`src/rtl/bfdot_pkg.sv`:
```
package bfdot_pkg;
  localparam int FP_W = 32;
  localparam int BF_W = 16;
  localparam logic [31:0] CANON_NAN = 32'h7FC0_0000;

  typedef struct packed {
    logic loadInit;
    logic step;
    logic emit;
  } ctrl_strobes_t;

  function automatic logic [31:0] flushDenorm(input logic [31:0] v);
    if (v[30:23] == 8'd0) return {v[31], 31'd0};
    return v;
  endfunction

  function automatic logic [4:0] lzc27(input logic [26:0] v);
    logic [4:0] n;
    logic found;
    n = 5'd0;
    found = 1'b0;
    for (int i = 26; i >= 0; i--) begin
      if (!found) begin
        if (v[i]) found = 1'b1;
        else n = n + 5'd1;
      end
    end
    return n;
  endfunction
endpackage

```
`src/rtl/bfdot_mul.sv`:
```
module bfdot_mul import bfdot_pkg::*; (
  input  logic [15:0] opA,
  input  logic [15:0] opB,
  output logic [31:0] prod
);
  logic sP;
  logic [7:0] eA, eB;
  logic [6:0] mA, mB;
  logic zA, zB, iA, iB, nA, nB;
  logic [15:0] mulRaw;
  logic signed [10:0] eSum;
  logic [22:0] frac;

  assign sP = opA[15] ^ opB[15];
  assign eA = opA[14:7];
  assign eB = opB[14:7];
  assign mA = opA[6:0];
  assign mB = opB[6:0];
  assign zA = (eA == 8'd0);
  assign zB = (eB == 8'd0);
  assign iA = (eA == 8'hFF) && (mA == 7'd0);
  assign iB = (eB == 8'hFF) && (mB == 7'd0);
  assign nA = (eA == 8'hFF) && (mA != 7'd0);
  assign nB = (eB == 8'hFF) && (mB != 7'd0);

  always_comb begin
    mulRaw = {8'd0, 1'b1, mA} * {8'd0, 1'b1, mB};
    eSum = $signed({3'b0, eA}) + $signed({3'b0, eB}) - 11'sd127
         + $signed({10'd0, mulRaw[15]});
    frac = mulRaw[15] ? {mulRaw[14:0], 8'd0} : {mulRaw[13:0], 9'd0};
    if (nA || nB || (iA && zB) || (iB && zA)) prod = CANON_NAN;
    else if (iA || iB) prod = {sP, 8'hFF, 23'd0};
    else if (zA || zB) prod = {sP, 31'd0};
    else if (eSum >= 11'sd255) prod = {sP, 8'hFF, 23'd0};
    else if (eSum <= 11'sd0) prod = {sP, 31'd0};
    else prod = {sP, eSum[7:0], frac};
  end

  always_comb begin
    assert_prod_ftz_R7: assert (prod[30:23] != 8'd0 || prod[22:0] == 23'd0);
  end
endmodule

```
`src/rtl/bfdot_add.sv`:
```
module bfdot_add import bfdot_pkg::*; (
  input  logic [31:0] opX,
  input  logic [31:0] opY,
  output logic [31:0] sum
);
  logic sX, sY, zX, zY, infX, infY, nanX, nanY;
  logic [7:0] eX, eY;
  logic [22:0] fX, fY;
  logic xBig, sBig;
  logic [7:0] eBig, eSm, dExp;
  logic [23:0] mBig, mSm;
  logic [4:0] shAmt, lz;
  logic [49:0] wide;
  logic [26:0] bgExt, smExt, norm, diff;
  logic [27:0] sum28;
  logic signed [10:0] expW, expF;
  logic rUp;
  logic [33:0] packW;

  assign sX = opX[31];
  assign sY = opY[31];
  assign eX = opX[30:23];
  assign eY = opY[30:23];
  assign fX = opX[22:0];
  assign fY = opY[22:0];
  assign zX = (eX == 8'd0);
  assign zY = (eY == 8'd0);
  assign infX = (eX == 8'hFF) && (fX == 23'd0);
  assign infY = (eY == 8'hFF) && (fY == 23'd0);
  assign nanX = (eX == 8'hFF) && (fX != 23'd0);
  assign nanY = (eY == 8'hFF) && (fY != 23'd0);

  always_comb begin
    xBig  = {eX, fX} >= {eY, fY};
    sBig  = xBig ? sX : sY;
    eBig  = xBig ? eX : eY;
    eSm   = xBig ? eY : eX;
    mBig  = {1'b1, xBig ? fX : fY};
    mSm   = {1'b1, xBig ? fY : fX};
    dExp  = eBig - eSm;
    shAmt = (dExp > 8'd31) ? 5'd31 : dExp[4:0];
    wide  = {mSm, 26'd0} >> shAmt;
    smExt = {wide[49:24], |wide[23:0]};
    bgExt = {mBig, 3'd0};
    sum28 = '0;
    diff  = '0;
    lz    = '0;
    if (sX == sY) begin
      sum28 = {1'b0, bgExt} + {1'b0, smExt};
      if (sum28[27]) begin
        norm = {sum28[27:2], sum28[1] | sum28[0]};
        expW = $signed({3'b0, eBig}) + 11'sd1;
      end else begin
        norm = sum28[26:0];
        expW = $signed({3'b0, eBig});
      end
    end else begin
      diff = bgExt - smExt;
      lz   = lzc27(diff);
      norm = diff << lz;
      expW = $signed({3'b0, eBig}) - $signed({6'd0, lz});
    end
    rUp   = norm[2] & (norm[1] | norm[0] | norm[3]);
    packW = {expW, norm[25:3]} + {33'd0, rUp};
    expF  = $signed(packW[33:23]);

    if (nanX || nanY || (infX && infY && (sX ^ sY))) sum = CANON_NAN;
    else if (infX) sum = {sX, 8'hFF, 23'd0};
    else if (infY) sum = {sY, 8'hFF, 23'd0};
    else if (zX && zY) sum = {sX & sY, 31'd0};
    else if (zX) sum = opY;
    else if (zY) sum = opX;
    else if (!norm[26]) sum = 32'd0;
    else if (expF >= 11'sd255) sum = {sBig, 8'hFF, 23'd0};
    else if (expF <= 11'sd0) sum = {sBig, 31'd0};
    else sum = {sBig, expF[7:0], packW[22:0]};
  end

  always_comb begin
    assert_no_denorm_R7: assert (sum[30:23] != 8'd0 || sum[22:0] == 23'd0);
  end
endmodule

```
`src/rtl/bfdot_datapath.sv`:
```
module bfdot_datapath import bfdot_pkg::*; #(
  parameter int WORD_W = 32
) (
  input  logic                clk,
  input  logic                rstN,
  input  ctrl_strobes_t       strobes,
  input  logic [FP_W-1:0]     initC,
  input  logic [WORD_W-1:0]   wordA,
  input  logic [WORD_W-1:0]   wordB,
  output logic [FP_W-1:0]     result
);
  localparam int LANES = WORD_W / BF_W;

  logic [LANES:0][FP_W-1:0]   chain;
  logic [LANES-1:0][FP_W-1:0] prods;
  logic [FP_W-1:0]            accQ;

  assign chain[0] = strobes.loadInit ? flushDenorm(initC) : accQ;

  for (genvar g = 0; g < LANES; g++) begin : gLane
    bfdot_mul uMul (
      .opA (wordA[BF_W*g +: BF_W]),
      .opB (wordB[BF_W*g +: BF_W]),
      .prod(prods[g])
    );
    bfdot_add uAdd (
      .opX(chain[g]),
      .opY(prods[g]),
      .sum(chain[g+1])
    );
  end

  always_ff @(posedge clk or negedge rstN) begin
    if (!rstN) begin
      accQ   <= '0;
      result <= '0;
    end else begin
      if (strobes.step) accQ <= chain[LANES];
      if (strobes.emit) result <= chain[LANES];
    end
  end

  assert_hold_R5: assert property (@(posedge clk) disable iff (!rstN)
    !strobes.emit |=> $stable(result));

  assert_nan_canon_R8: assert property (@(posedge clk) disable iff (!rstN)
    (result[30:23] == 8'hFF && result[22:0] != 23'd0) |-> result == CANON_NAN);
endmodule

```
`src/rtl/bfdot_ctrl.sv`:
```
module bfdot_ctrl import bfdot_pkg::*; (
  input  logic          clk,
  input  logic          rstN,
  input  logic          inValid,
  input  logic          inFirst,
  input  logic          inLast,
  output logic          inReady,
  output ctrl_strobes_t strobes,
  output logic          outValid
);
  logic readyQ, accept;

  assign accept  = inValid & readyQ;
  assign inReady = readyQ;

  always_comb begin
    strobes.step     = accept;
    strobes.loadInit = accept & inFirst;
    strobes.emit     = accept & inLast;
  end

  always_ff @(posedge clk or negedge rstN) begin
    if (!rstN) begin
      readyQ   <= 1'b0;
      outValid <= 1'b0;
    end else begin
      readyQ   <= 1'b1;
      outValid <= strobes.emit;
    end
  end

  assert_pulse_src_R5: assert property (@(posedge clk) disable iff (!rstN)
    outValid |-> $past(inValid && inLast && inReady));

  assert_idle_R6: assert property (@(posedge clk) disable iff (!rstN)
    !inValid |=> !outValid);
endmodule

```
`src/rtl/bf16_pair_dot_acc.sv`:
```
module bf16_pair_dot_acc import bfdot_pkg::*; #(
  parameter int WORD_W = 32
) (
  input  logic              clk,
  input  logic              rstN,
  input  logic              inValid,
  output logic              inReady,
  input  logic              inFirst,
  input  logic              inLast,
  input  logic [31:0]       inInitC,
  input  logic [WORD_W-1:0] inA,
  input  logic [WORD_W-1:0] inB,
  output logic              outValid,
  output logic [31:0]       outData
);
  ctrl_strobes_t strobes;

  bfdot_ctrl uCtrl (
    .clk     (clk),
    .rstN    (rstN),
    .inValid (inValid),
    .inFirst (inFirst),
    .inLast  (inLast),
    .inReady (inReady),
    .strobes (strobes),
    .outValid(outValid)
  );

  bfdot_datapath #(.WORD_W(WORD_W)) uPath (
    .clk    (clk),
    .rstN   (rstN),
    .strobes(strobes),
    .initC  (inInitC),
    .wordA  (inA),
    .wordB  (inB),
    .result (outData)
  );
endmodule

```
`config.mk`:
```
export PLATFORM = sky130hd
export DESIGN_NAME = bf16_pair_dot_acc
export DESIGN_NICKNAME = d
export VERILOG_FILES = /design/src/rtl/bfdot_pkg.sv /design/src/rtl/bfdot_mul.sv /design/src/rtl/bfdot_add.sv /design/src/rtl/bfdot_datapath.sv /design/src/rtl/bfdot_ctrl.sv /design/src/rtl/bf16_pair_dot_acc.sv
export SDC_FILE = /design/constraint.sdc
export NUM_CORES = 2
export LEC_CHECK = 0
export ABC_CLOCK_PERIOD_IN_PS = 46300
export BUFFER_PORTS_ARGS = -buffer_cell sky130_fd_sc_hd__buf_4
export CAP_MARGIN = 20
export CORE_ASPECT_RATIO = 0.8
export CORE_MARGIN = 10
export CORE_UTILIZATION = 40
export DETAILED_ROUTE_END_ITERATION = 7
export GPL_ROUTABILITY_DRIVEN = 1
export GPL_TIMING_DRIVEN = 0
export HOLD_SLACK_MARGIN = 0.15
export SLEW_MARGIN = 20
export SYNTH_ARGS = -nofsm -noshare
export SYNTH_HDL_FRONTEND = slang
export SYNTH_SLANG_ARGS = --single-unit
```
`constraint.sdc`:
```
create_clock -name clk -period 46.3 [get_ports clk]
set_clock_uncertainty 0.05 [all_clocks]
set_input_delay 4.63 -clock clk [delete_from_list [all_inputs] [get_ports clk]]
set_output_delay 4.63 -clock clk [all_outputs]
set_load 0.05 [all_outputs]
```
==> metrics.txt <==
Fill cells 9527; setup_tns -556.44 ns; vias in the first global route 43300; outcome finished with violations; #FFs+latches synth 66; main combinational cell family by area after synthesis compound AO/OA/AOI/OAI gates; clock-pin slew on the worst setup and hold paths 0.07 ns; post-DP HPWL 143000 µm; RSZ-0062 raised after global routing true; Max Cap Viol 0; number of enable flip-flop cells after synthesis 0; all-layer global routing usage 30.5%; die area 0.109 mm²; I/O pin count 135; DRT iter0 DRCs 5214; Slew headroom 16.4%; setup slack after placement -16.32 ns; core area 0.0952 mm²; clock period minus worst slack 55.23 ns; Die Y 297 µm; clk root buf clkbuf_16; crit-path most repeated cell ha_4; residual DRC count 0; FFs w/ async S/R, synth 100%; Primary FF master, synth dfrtp_1; Synth area leader ha_1; worst hold path class flip-flop to flip-flop; cts hold-fix bufs 0; post-synthesis simple-gate area fraction 28.6%; nets 6619; largest net degree at the start of global routing 67; Compound-Gate Fraction of Synth Area 28.9%; grt total ovfl 0; routed via count 47100; worst slew pin tran 1.24 ns; Seq/Total Area, Yosys 4.29%; most common cell in the netlist nand2_1; Starting Density 40.5%; Clock H-tree levels 3; CTS Buffer Depth 2; vias per std cell 6.34; Synth Area in XOR/XNOR 8.94%; Max Slew Vio Count 0; synthesized area 0.0385 mm²; Die Span X 367 µm; failing checks setup timing; layout cells sized above 1 23.2%; Pre-Repair DR Iteration Count 6; Synth Area in Adders 14.4%; per-cell routed wire length 24.5 µm; CTS tree done; commonest cells in the netlist 579 x nand2_1, 573 x nor2_1, 461 x a21oi_1; syn_nets 6110; critical path class primary input to flip-flop; Design Area, Final 0.0495 mm²; final hold viol count 0; final wirelength 182000 µm; Synth-to-Final Area Change 28.5%; FP Rows 101; Synth top area share 10.1%; worst setup slack after layout -8.93 ns; first-pass GRT wire length 268000 µm; Placed Area 0.0423 mm²; CP max stage delay 0.57 ns; Worst Path Required 46.45 ns; post-route ant nets 0; WP data arrival 55.37 ns; final worst-path cycle share 119%; latest clock arrival within the worst-skew pair 0.34 ns; Synth cell types 143; clk sinks 66; endpoint class of the critical path flip-flop; top post-synthesis cells by area ha_1 10%, a21oi_1 6.0%, nand2_1 5.6%, nor2_1 5.6%, xnor2_1 5.1%; Mapped Cells 5621; Worst Path Max Fanout 10; CP max stage cell or4_4; Avg Cell Area, Syn 6.85 µm²; mux share of post-synthesis cell area 7.91%; initial antenna violation count 5; Yosys warning total 0; CTS Buf Count 9; final setup fails 64; IO Port Bufs 134; startpoint types primary input; gpl congestion 1.00; max frequency 0.0181 GHz
layer usage:
layer | vias to the layer above | share of wire, % | track usage (%) | routed length [µm]
met5 | - | 0.023 | 0 | 41
met4 | 6 | 3.3 | 8.49 | 6070
met3 | 337 | 9.7 | 5.21 | 17600
met2 | 2329 | 44 | 47.8 | 79800
met1 | 22800 | 43 | 42.6 | 78500
li1 | 21600 | - | - | -
final timing paths:
check	startpoint	end	slack [ns]	cells past startpoint
hold / removal	uPath.result[25]	uPath.result[25]	0.44	2
setup reg to reg	uCtrl.inReady	uPath.result[3]	-1.77	244
hold reg to reg	uPath.result[25]	uPath.result[25]	0.44	2
max in group asynchronous	rstN	uPath.accQ[0]	41.24	1
setup / recovery	inA[5]	uPath.result[3]	-8.93	265
min in group asynchronous	rstN	uPath.result[24]	4.38	1
timing repair:
item	in CTS	in global routing
endpoints found under the setup margin	64	64
pin swaps	120	256
gates resized for setup	315	481
setup buffers	147	222
cloned	3	5
through the flow:
step / instances / util [%] / hold slack [ns]
floorplan: 5621 / - / 0.394
global placement: 7042 / 44.4 / 0.424
detailed placement: 7044 / 44.5 / 0.430
CTS: 7205 / 47.9 / 0.445
global route: 7422 / 52.0 / 0.467
finish: 7426 / 52.0 / 0.441
sequential cells by signal (all words and copies together), names as in the netlist:
signal,count
uCtrl.inReady,1
uCtrl.outValid,1
uPath.accQ,32
uPath.result,32
kinds of logic (layout without fill, tap and decap cells):
| group | Yosys count | after routing |
|---|---|---|
| AO/OA/AOI/OAI | 1643 | 1644 |
| AND/OR/NAND/NOR | 2222 | 2223 |
| flip-flops | 66 | 66 |
| adder cells (fa/ha/maj) | 397 | 397 |
| XOR/XNOR | 339 | 339 |
| buffers and inverters | 687 | 1199 |
| other | 1 | 5 |
| multiplexers | 266 | 266 |
cell usage in the layout, fill, tap and decap left out, drive strengths merged, types with 75 or more instances in the layout:
cell type and instances:
nand2 580, a31oi 75, and2 135, o21ai 339, ha 310, fa 78, nand4 89, and3 90
xor2 82, nor3 162, nor2 579, nor4 95, inv 387, xnor2 230, a21oi 465, clkbuf 185
nand3 182, buf 616, mux2i 178
worst max-delay path: cells and delay by family:
kind / cells / cell delay [ns]
xor gates and xnor gates: 11 / 2.20
AOI/OAI and AO/OA: 86 / 16.09
adders and majority gates: 36 / 9.94
muxes: 15 / 3.41
buffers and inverters: 47 / 6.51
and+or+nand+nor: 70 / 12.44
layout make-up:
type,instances,area [µm²],area share [%]
Clock buffer,9,225,0.455
Tap cell,1287,1610,3.25
Clock inverter,7,82.6,0.167
Timing Repair Buffer,511,4190,8.48
Buffer,281,1790,3.63
Inverter,391,1500,3.02
Antenna cell,4,10.0,0.0202
Multi-Input combinational cell,4870,38400,77.6
Sequential cell,66,1650,3.34
Power is not shown: default switching activity piles up to over one toggle a cycle in this logic, so the estimate is an artifact.
